<file path="src/rtl/int_err_pkg.sv">
package int_err_pkg;
   typedef enum logic [1:0] {
      SEL_UNC_STAT = 2'd0,
      SEL_UNC_EN   = 2'd1,
      SEL_COR_STAT = 2'd2,
      SEL_COR_EN   = 2'd3
   } reg_sel_e;

   // Enable reset image: all ones with the configuration bit cleared, or all zeros.
   function automatic logic [31:0] en_reset_image(input int n, input int cfg_idx, input bit all_on);
      logic [31:0] img;
      img = '0;
      for (int i = 0; i < n; i++) begin
         img[i] = all_on && (i != cfg_idx);
      end
      return img;
   endfunction
endpackage

</file>
<file path="src/rtl/err_class_log.sv">
module err_class_log #(
   parameter int          N       = 12,
   parameter int          CFG_IDX = 6,
   parameter logic [31:0] EN_RST  = 32'h0
) (
   input  logic         clk,
   input  logic         por_n,
   input  logic         hot_rst_n,
   input  logic [N-1:0] src_i,
   input  logic         cfg_mode_i,
   input  logic         st_wr_i,
   input  logic         en_wr_i,
   input  logic [N-1:0] wr_data_i,
   output logic [N-1:0] stat_o,
   output logic [N-1:0] en_o,
   output logic         fwd_o
);
   logic [N-1:0] src_g;
   logic [N-1:0] stat_q;
   logic [N-1:0] en_q;
   logic [N-1:0] clr;
   logic [N-1:0] newly;
   logic         fwd_q;

   // Gate the configuration source with the mode flag, pass the rest.
   generate
      for (genvar i = 0; i < N; i++) begin : g_gate
         if (i == CFG_IDX) begin : g_cfg
            assign src_g[i] = src_i[i] & cfg_mode_i;
         end else begin : g_plain
            assign src_g[i] = src_i[i];
         end
      end
   endgenerate

   assign clr   = st_wr_i ? wr_data_i : '0;
   assign newly = src_g & ~stat_q;

   always_ff @(posedge clk or negedge por_n) begin
      if (!por_n) begin
         stat_q <= '0;
      end else begin
         stat_q <= (stat_q & ~clr) | src_g;
      end
   end

   always_ff @(posedge clk or negedge por_n) begin
      if (!por_n) begin
         en_q <= EN_RST[N-1:0];
      end else if (en_wr_i) begin
         en_q <= wr_data_i;
      end
   end

   always_ff @(posedge clk or negedge por_n) begin
      if (!por_n) begin
         fwd_q <= 1'b0;
      end else if (!hot_rst_n) begin
         fwd_q <= 1'b0;
      end else begin
         fwd_q <= |(newly & en_q);
      end
   end

   assign stat_o = stat_q;
   assign en_o   = en_q;
   assign fwd_o  = fwd_q;
endmodule

</file>
<file path="src/rtl/err_rd_mux.sv">
module err_rd_mux
   import int_err_pkg::*;
#(
   parameter int UNC_N = 12,
   parameter int COR_N = 4,
   parameter int REG_W = 16
) (
   input  logic [1:0]       rd_sel_i,
   input  logic [UNC_N-1:0] unc_stat_i,
   input  logic [UNC_N-1:0] unc_en_i,
   input  logic [COR_N-1:0] cor_stat_i,
   input  logic [COR_N-1:0] cor_en_i,
   output logic [REG_W-1:0] rd_data_o
);
   always_comb begin
      unique case (reg_sel_e'(rd_sel_i))
         SEL_UNC_STAT: rd_data_o = REG_W'(unc_stat_i);
         SEL_UNC_EN:   rd_data_o = REG_W'(unc_en_i);
         SEL_COR_STAT: rd_data_o = REG_W'(cor_stat_i);
         SEL_COR_EN:   rd_data_o = REG_W'(cor_en_i);
         default:      rd_data_o = '0;
      endcase
   end
endmodule

</file>
<file path="src/rtl/int_err_logger.sv">
module int_err_logger
   import int_err_pkg::*;
#(
   parameter int UNC_N       = 12,
   parameter int COR_N       = 4,
   parameter int REG_W       = 16,
   parameter int UNC_CFG_IDX = 6,
   parameter int COR_CFG_IDX = 1
) (
   input  logic             clk,
   input  logic             por_n,
   input  logic             hot_rst_n,
   input  logic [UNC_N-1:0] unc_err_i,
   input  logic [COR_N-1:0] cor_err_i,
   input  logic             cfg_mode_i,
   input  logic             wr_en_i,
   input  logic [1:0]       wr_sel_i,
   input  logic [REG_W-1:0] wr_data_i,
   input  logic [1:0]       rd_sel_i,
   output logic [REG_W-1:0] rd_data_o,
   output logic             fwd_unc_o,
   output logic             fwd_cor_o
);
   localparam logic [31:0] UNC_EN_RST = en_reset_image(UNC_N, UNC_CFG_IDX, 1'b1);
   localparam logic [31:0] COR_EN_RST = en_reset_image(COR_N, COR_CFG_IDX, 1'b0);

   generate
      if (UNC_N > REG_W || COR_N > REG_W || REG_W > 32) begin : g_bad_width
         $error("int_err_logger: source count exceeds register width");
      end
      if (UNC_CFG_IDX >= UNC_N || COR_CFG_IDX >= COR_N) begin : g_bad_cfg
         $error("int_err_logger: configuration bit outside its class");
      end
   endgenerate

   logic [UNC_N-1:0] unc_stat, unc_en;
   logic [COR_N-1:0] cor_stat, cor_en;
   logic             unused_wr;

   assign unused_wr = &{1'b0, wr_data_i};

   err_class_log #(
      .N(UNC_N), .CFG_IDX(UNC_CFG_IDX), .EN_RST(UNC_EN_RST)
   ) u_unc (
      .clk        (clk),
      .por_n      (por_n),
      .hot_rst_n  (hot_rst_n),
      .src_i      (unc_err_i),
      .cfg_mode_i (cfg_mode_i),
      .st_wr_i    (wr_en_i && wr_sel_i == SEL_UNC_STAT),
      .en_wr_i    (wr_en_i && wr_sel_i == SEL_UNC_EN),
      .wr_data_i  (wr_data_i[UNC_N-1:0]),
      .stat_o     (unc_stat),
      .en_o       (unc_en),
      .fwd_o      (fwd_unc_o)
   );

   err_class_log #(
      .N(COR_N), .CFG_IDX(COR_CFG_IDX), .EN_RST(COR_EN_RST)
   ) u_cor (
      .clk        (clk),
      .por_n      (por_n),
      .hot_rst_n  (hot_rst_n),
      .src_i      (cor_err_i),
      .cfg_mode_i (cfg_mode_i),
      .st_wr_i    (wr_en_i && wr_sel_i == SEL_COR_STAT),
      .en_wr_i    (wr_en_i && wr_sel_i == SEL_COR_EN),
      .wr_data_i  (wr_data_i[COR_N-1:0]),
      .stat_o     (cor_stat),
      .en_o       (cor_en),
      .fwd_o      (fwd_cor_o)
   );

   err_rd_mux #(
      .UNC_N(UNC_N), .COR_N(COR_N), .REG_W(REG_W)
   ) u_rd (
      .rd_sel_i   (rd_sel_i),
      .unc_stat_i (unc_stat),
      .unc_en_i   (unc_en),
      .cor_stat_i (cor_stat),
      .cor_en_i   (cor_en),
      .rd_data_o  (rd_data_o)
   );
endmodule

</file>
<file path="config.mk">
export PLATFORM = sky130hd
export DESIGN_NAME = int_err_logger
export DESIGN_NICKNAME = d
export VERILOG_FILES = /design/src/rtl/int_err_pkg.sv /design/src/rtl/err_class_log.sv /design/src/rtl/err_rd_mux.sv /design/src/rtl/int_err_logger.sv
export SDC_FILE = /design/constraint.sdc
export NUM_CORES = 1
export LEC_CHECK = 0
export ABC_AREA = 0
export BUFFER_PORTS_ARGS = -buffer_cell sky130_fd_sc_hd__buf_2
export CORE_ASPECT_RATIO = 1.4
export CORE_UTILIZATION = 50
export DETAILED_ROUTE_END_ITERATION = 8
export PLACE_DENSITY = 0.87
export SLEW_MARGIN = 20
export SYNTH_ARGS = -nofsm -noshare
export SYNTH_HDL_FRONTEND = slang
export SYNTH_SLANG_ARGS = --single-unit
export TNS_END_PERCENT = 100
</file>
<file path="constraint.sdc">
create_clock -name clk -period 1.4 [get_ports clk]
set_input_delay 0.07 -clock clk [delete_from_list [all_inputs] [get_ports clk]]
set_output_delay 0.07 -clock clk [all_outputs]
set_load 0.005 [all_outputs]
</file>
Word-level counts from Yosys, hierarchy flattened
Cells that the tools add are included.
{ "word_totals": {"wordCells": 39, "output_inout_bits": 18, "reg_bits": 34, "inputBits": 41} }
{ "op_classes": {"n_reduce_logical": 8, "n_bitwise": 14, "n_mux": 5, "n_eq_ne": 6} }
{ "ops": {"columns": ["operator", "n"], "rows": [
  ["one-hot mux 16 bit (4 select lines)", 1],
  ["bitwise AND 12 bit", 3],
  ["NOT 12 bit", 2],
  ["bitwise AND 4 bit", 3],
  ["2-to-1 mux 12 bit", 1],
  ["bitwise OR 12 bit", 1],
  ["OR reduction 12 bit", 1],
  ["equality test 2 bit, second input constant", 4],
  ["NOT 4 bit", 2],
  ["equality test 2 x 1 -> 1 bit, second input constant", 2],
  ["logical AND 1 bit", 4],
  ["zero test 2 bit", 2],
  ["2-to-1 mux 4 bit", 1],
  ["bitwise OR 4 bit", 1],
  ["OR reduction 4 bit", 1],
  ["bitwise AND 1 bit", 2],
  ["2-to-1 mux 1 bit", 2]
]} }

Depth between registers and ports, before layout
{ "logic_depth": {"ltp_word": 6, "depth_mapped": 4, "mapped_depth_nobuf": 3} }

By module
From an unflattened synthesis, not the netlist that was laid out.
{ "hier_totals": {"cells_unflattened": 138, "area_unflattened_um2": 1699.1} }
{ "modules_own_cells": {"columns": ["module", "cells_per_inst", "instances", "area_each_um2", "seq_area_each_um2"], "rows": [
  ["err_class_log (u_unc)", 80, 1, 1034.7, 639.4],
  ["err_class_log (u_cor)", 27, 1, 369.1, 225.2],
  ["err_rd_mux", 27, 1, 257.7, 0.0],
  ["int_err_logger", 4, 1, 37.5, 0.0]
]} }

Worst setup path before layout
OpenSTA, ideal clock, no wires.
{ "synth_path": {"kind": "reg2reg", "startpoint": "register u_unc.en_q[6], in the netlist u_unc.en_o[6]", "endpoint": "register u_unc.fwd_q, in the netlist u_unc.fwd_o", "slack_ns": 0.353, "required_time_ns": 1.271, "stages_incl_launch_ff": 4, "synth_period_minus_slack_ns": 1.047, "arrival_ns": 0.917, "setup_ns": 0.129, "path_buffers": 0, "cell_sequence": "dfrtp_1 > nand4b_1 > o21ai_0 > o41a_1"} }
{ "synth_via": {"elab_chain_len": 3} }
{ "synth_rtl": {"columns": ["element", "line", "rtl"], "rows": [
  ["start, declared", "err_class_log.sv:20", "logic [N-1:0] en_q;"],
  ["start signal, assigned", "err_class_log.sv:49", "en_q <= EN_RST[N-1:0];"],
  ["start signal, assigned", "err_class_log.sv:51", "en_q <= wr_data_i;"],
  ["bitwise AND 12 bit", "err_class_log.sv:61", "fwd_q <= |(newly & en_q);"],
  ["OR reduction 12 bit", "err_class_log.sv:61", null],
  ["2-to-1 mux 1 bit", "err_class_log.sv:58", "end else if (!hot_rst_n) begin"],
  ["end signal, assigned", "err_class_log.sv:61", null],
  ["end, declared", "err_class_log.sv:23", "logic fwd_q;"]
]} }
Every way passes these cells.
A chain may end at the register's enable or synchronous reset.

Worst setup path after layout
{ "layout_path": {"startpoint": "register u_cor.en_q[1], in the netlist u_cor.en_o[1]", "endpoint": "output port rd_data_o[1]"} }
{ "layout_via": {"elab_chain_len": 1} }
{ "layout_rtl": {"columns": ["element", "line", "rtl"], "rows": [
  ["start, declared", "err_class_log.sv:20", null],
  ["start signal, assigned", "err_class_log.sv:49", null],
  ["start signal, assigned", "err_class_log.sv:51", null],
  ["one-hot mux 16 bit (4 select lines)", "err_rd_mux.sv:16", "unique case (reg_sel_e'(rd_sel_i))"],
  ["end, declared", "int_err_logger.sv:20", "output logic [REG_W-1:0] rd_data_o,"]
]} }
Every way passes these cells. The select of a mux whose other input is x is not followed.

==> results.ini <==
[sta]
max_freq_mhz = 731
setup_viol = 0
fin_crit_ns = 1.37
fin_tns_setup_ns = 0
finalClockSkew_ns = 0.00517
timing.final.hold_violations = 0
drv_slew = 0
worst_slack_ns = 0.0320
post-route-period-util_pct = 97.7
rsz0062_at_grt = no

[synthesis]
seq_area_frac_synth_pct = 49.4
yosysWarnings = 0
syn_avg_cell_area_sq_um = 12.6
netlist_instances = 139
synth_area_sq_um = 1750
ys_ff_latch = 34
ys_types = 25

[setup_path]
r2r-start = u_unc.en_o[6]
crit_required_ns = 1.33
cp-start-kind = register
rr_endpoint = u_unc.fwd_o
crit_path_end_kind = primary output
critPathKind = register to primary output
arrival_ns = 1.30
crit_fanout = 3
r2r_slack_ns = 0.28
worst-r2r-cell-count = 3

[detailed_routing]
vias_per_cell = 5.45
drt_pass1_iterations = 4
vias = 1363
finalWirelength_mm = 3.94
dr.first_iter.drc_count = 24
routedWlPerCell_um = 15.8
ant_nets = 0
drc = 0

[placement]
dpl_worst_slack_ns = 0.281
io_buffers = 50
gp_congestion = 0.781
dp_cells = 227
dp_hpwl_mm = 2.70

[clock_tree]
clkTransAtPathRegs_ns = 0.07
ctsResizeCount = 0
cts_tree = yes
htree_levels = 2
cts-root-buf = clkbuf_8
cts-buffers-inserted = 5
clock-sinks = 34
clk_path_buf_depth = 2
clock_latency_ns = 0.28

[global_routing]
grt_pass1_vias = 1351
overflow = 0
grt_usage_pct = 23.2
grt_pass1_wl_mm = 6.21
antenna_found_initial = 0
grt_max_degree = 35

[min_path]
whs_endpoint = u_unc.en_o[9]
hold_start = wr_data_i[9]
whs_path_depth = 2
hp-class = input pin to register

[die]
die-area_sq_um = 3740
io_pins = 59
fp.dieH_um = 72.0
initial_core_util_pct = 52.3
num_rows = 25
core_area_sq_um = 3350
die_w_um = 52.0

[cells_and_area]
final_cell_mix = 50 x buf_2, 23 x dfrtp_1, 21 x nand2_1
final_util_pct = 67.4
drive_above_1_share_pct = 44.8
layout_commonest_cell = buf_2
nNetsFinal = 250
diodes = 0
syn_to_final_growth_pct = 29.0
instances_no_fill = 250

[power_and_ir_drop]
power.density_nw_per_um2 = 1070
leakagePower_nw = 1.03
ir_drop_uv = 895
power_mw = 2.42

[flow_run]
cap_violations = 0

[outcome]
outcome = finished, final reports clean

## flip-flops by register name, indices dropped and copies added (netlist names)
register,count
u_cor.fwd_o,1
u_unc.stat_o,12
u_cor.stat_o,4
u_cor.en_o,4
u_unc.en_o,12
u_unc.fwd_o,1
## worst max-delay path: stages, from the launching register on
cell and delay [ns]:
dfrtp_1 0.40, mux4_2 0.48, buf_2 0.14
## layout make-up
type | count | area, sq um
multi-input combinational | 100 | 828
fill | 244 | 1090
tap | 40 | 50.0
sequential | 34 | 865
clock buffer | 7 | 86.3
timing repair buffer | 68 | 423
clock inverter | 1 | 5.00
## cell usage after synthesis
library cell / instances / area [sq um]
a21o_1: 14 / 105
a22o_1: 2 / 17.5
and3b_2: 1 / 10.0
buf_1: 1 / 3.75
buf_4: 4 / 30.0
buf_6: 3 / 33.8
conb_1: 1 / 3.75
dfrtp_1: 23 / 576
dfstp_2: 11 / 289
mux2_2: 6 / 67.6
mux2_4: 10 / 150
mux2i_1: 8 / 80.1
mux4_2: 4 / 90.1
nand2_1: 21 / 78.8
nand3_1: 1 / 5.00
nand3b_1: 10 / 75.1
nand3b_4: 1 / 20.0
nand4_1: 2 / 12.5
nand4b_1: 2 / 17.5
nor2_1: 8 / 30.0
nor3b_4: 1 / 18.8
o21a_1: 1 / 7.51
o21ai_0: 2 / 10.0
o22ai_1: 1 / 6.26
o41a_1: 1 / 11.3
## timing repair
item	4_1_cts	5_1_grt
buffers inserted	0	0
endpoints found under the setup margin	0	0
endpoints found under the hold margin	37	0
hold buffers	15	0
## logic make-up after synthesis
family,Yosys count,synth area share (%)
and+or+nand+nor,47,15.3
other,1,0.214
muxes,28,22.2
AOI/OAI and AO/OA,21,9.01
buffers and inverters,8,3.86
DFF,34,49.4
## metrics by stage
| step | hold WS (ns) | cell area, sq um |
|---|---|---|
| finish | 0.0310 | 2260 |
| global route | 0.0378 | 2260 |
| CTS | 0.0233 | 2260 |
| detailed placement | 0.120 | 2020 |
| global placement | 0.118 | 2020 |
| floorplan | -0.226 | 1760 |
## worst max-delay path by stage
stage,startpoint,endpoint,slack (ns)
floorplan,u_unc.en_o[6],u_unc.fwd_o,0.35
global route,u_cor.en_o[1],rd_data_o[1],0.008
CTS,u_cor.en_o[1],rd_data_o[1],0.02
detailed placement,u_unc.en_o[6],u_unc.fwd_o,0.28
finish,u_cor.en_o[1],rd_data_o[1],0.03
global placement,u_unc.en_o[6],u_unc.fwd_o,0.30
## power breakdown
part,internal (mW),switching (mW),total [mW]
clock,0.397,0.343,0.739
sequential,1.14,0.0843,1.22
combinational,0.277,0.179,0.456
total,1.81,0.606,2.42
## metal layers
metal / up-vias / share of wire [%] / track usage (%)
li1: 633 / - / -
met3: 7 / 4.5 / 4.61
met1: 678 / 41 / 28.7
met5: - / 0 / 0
met2: 45 / 53 / 38.3
met4: 0 / 1.8 / 10.8
Power figures use the tool's default switching activity.
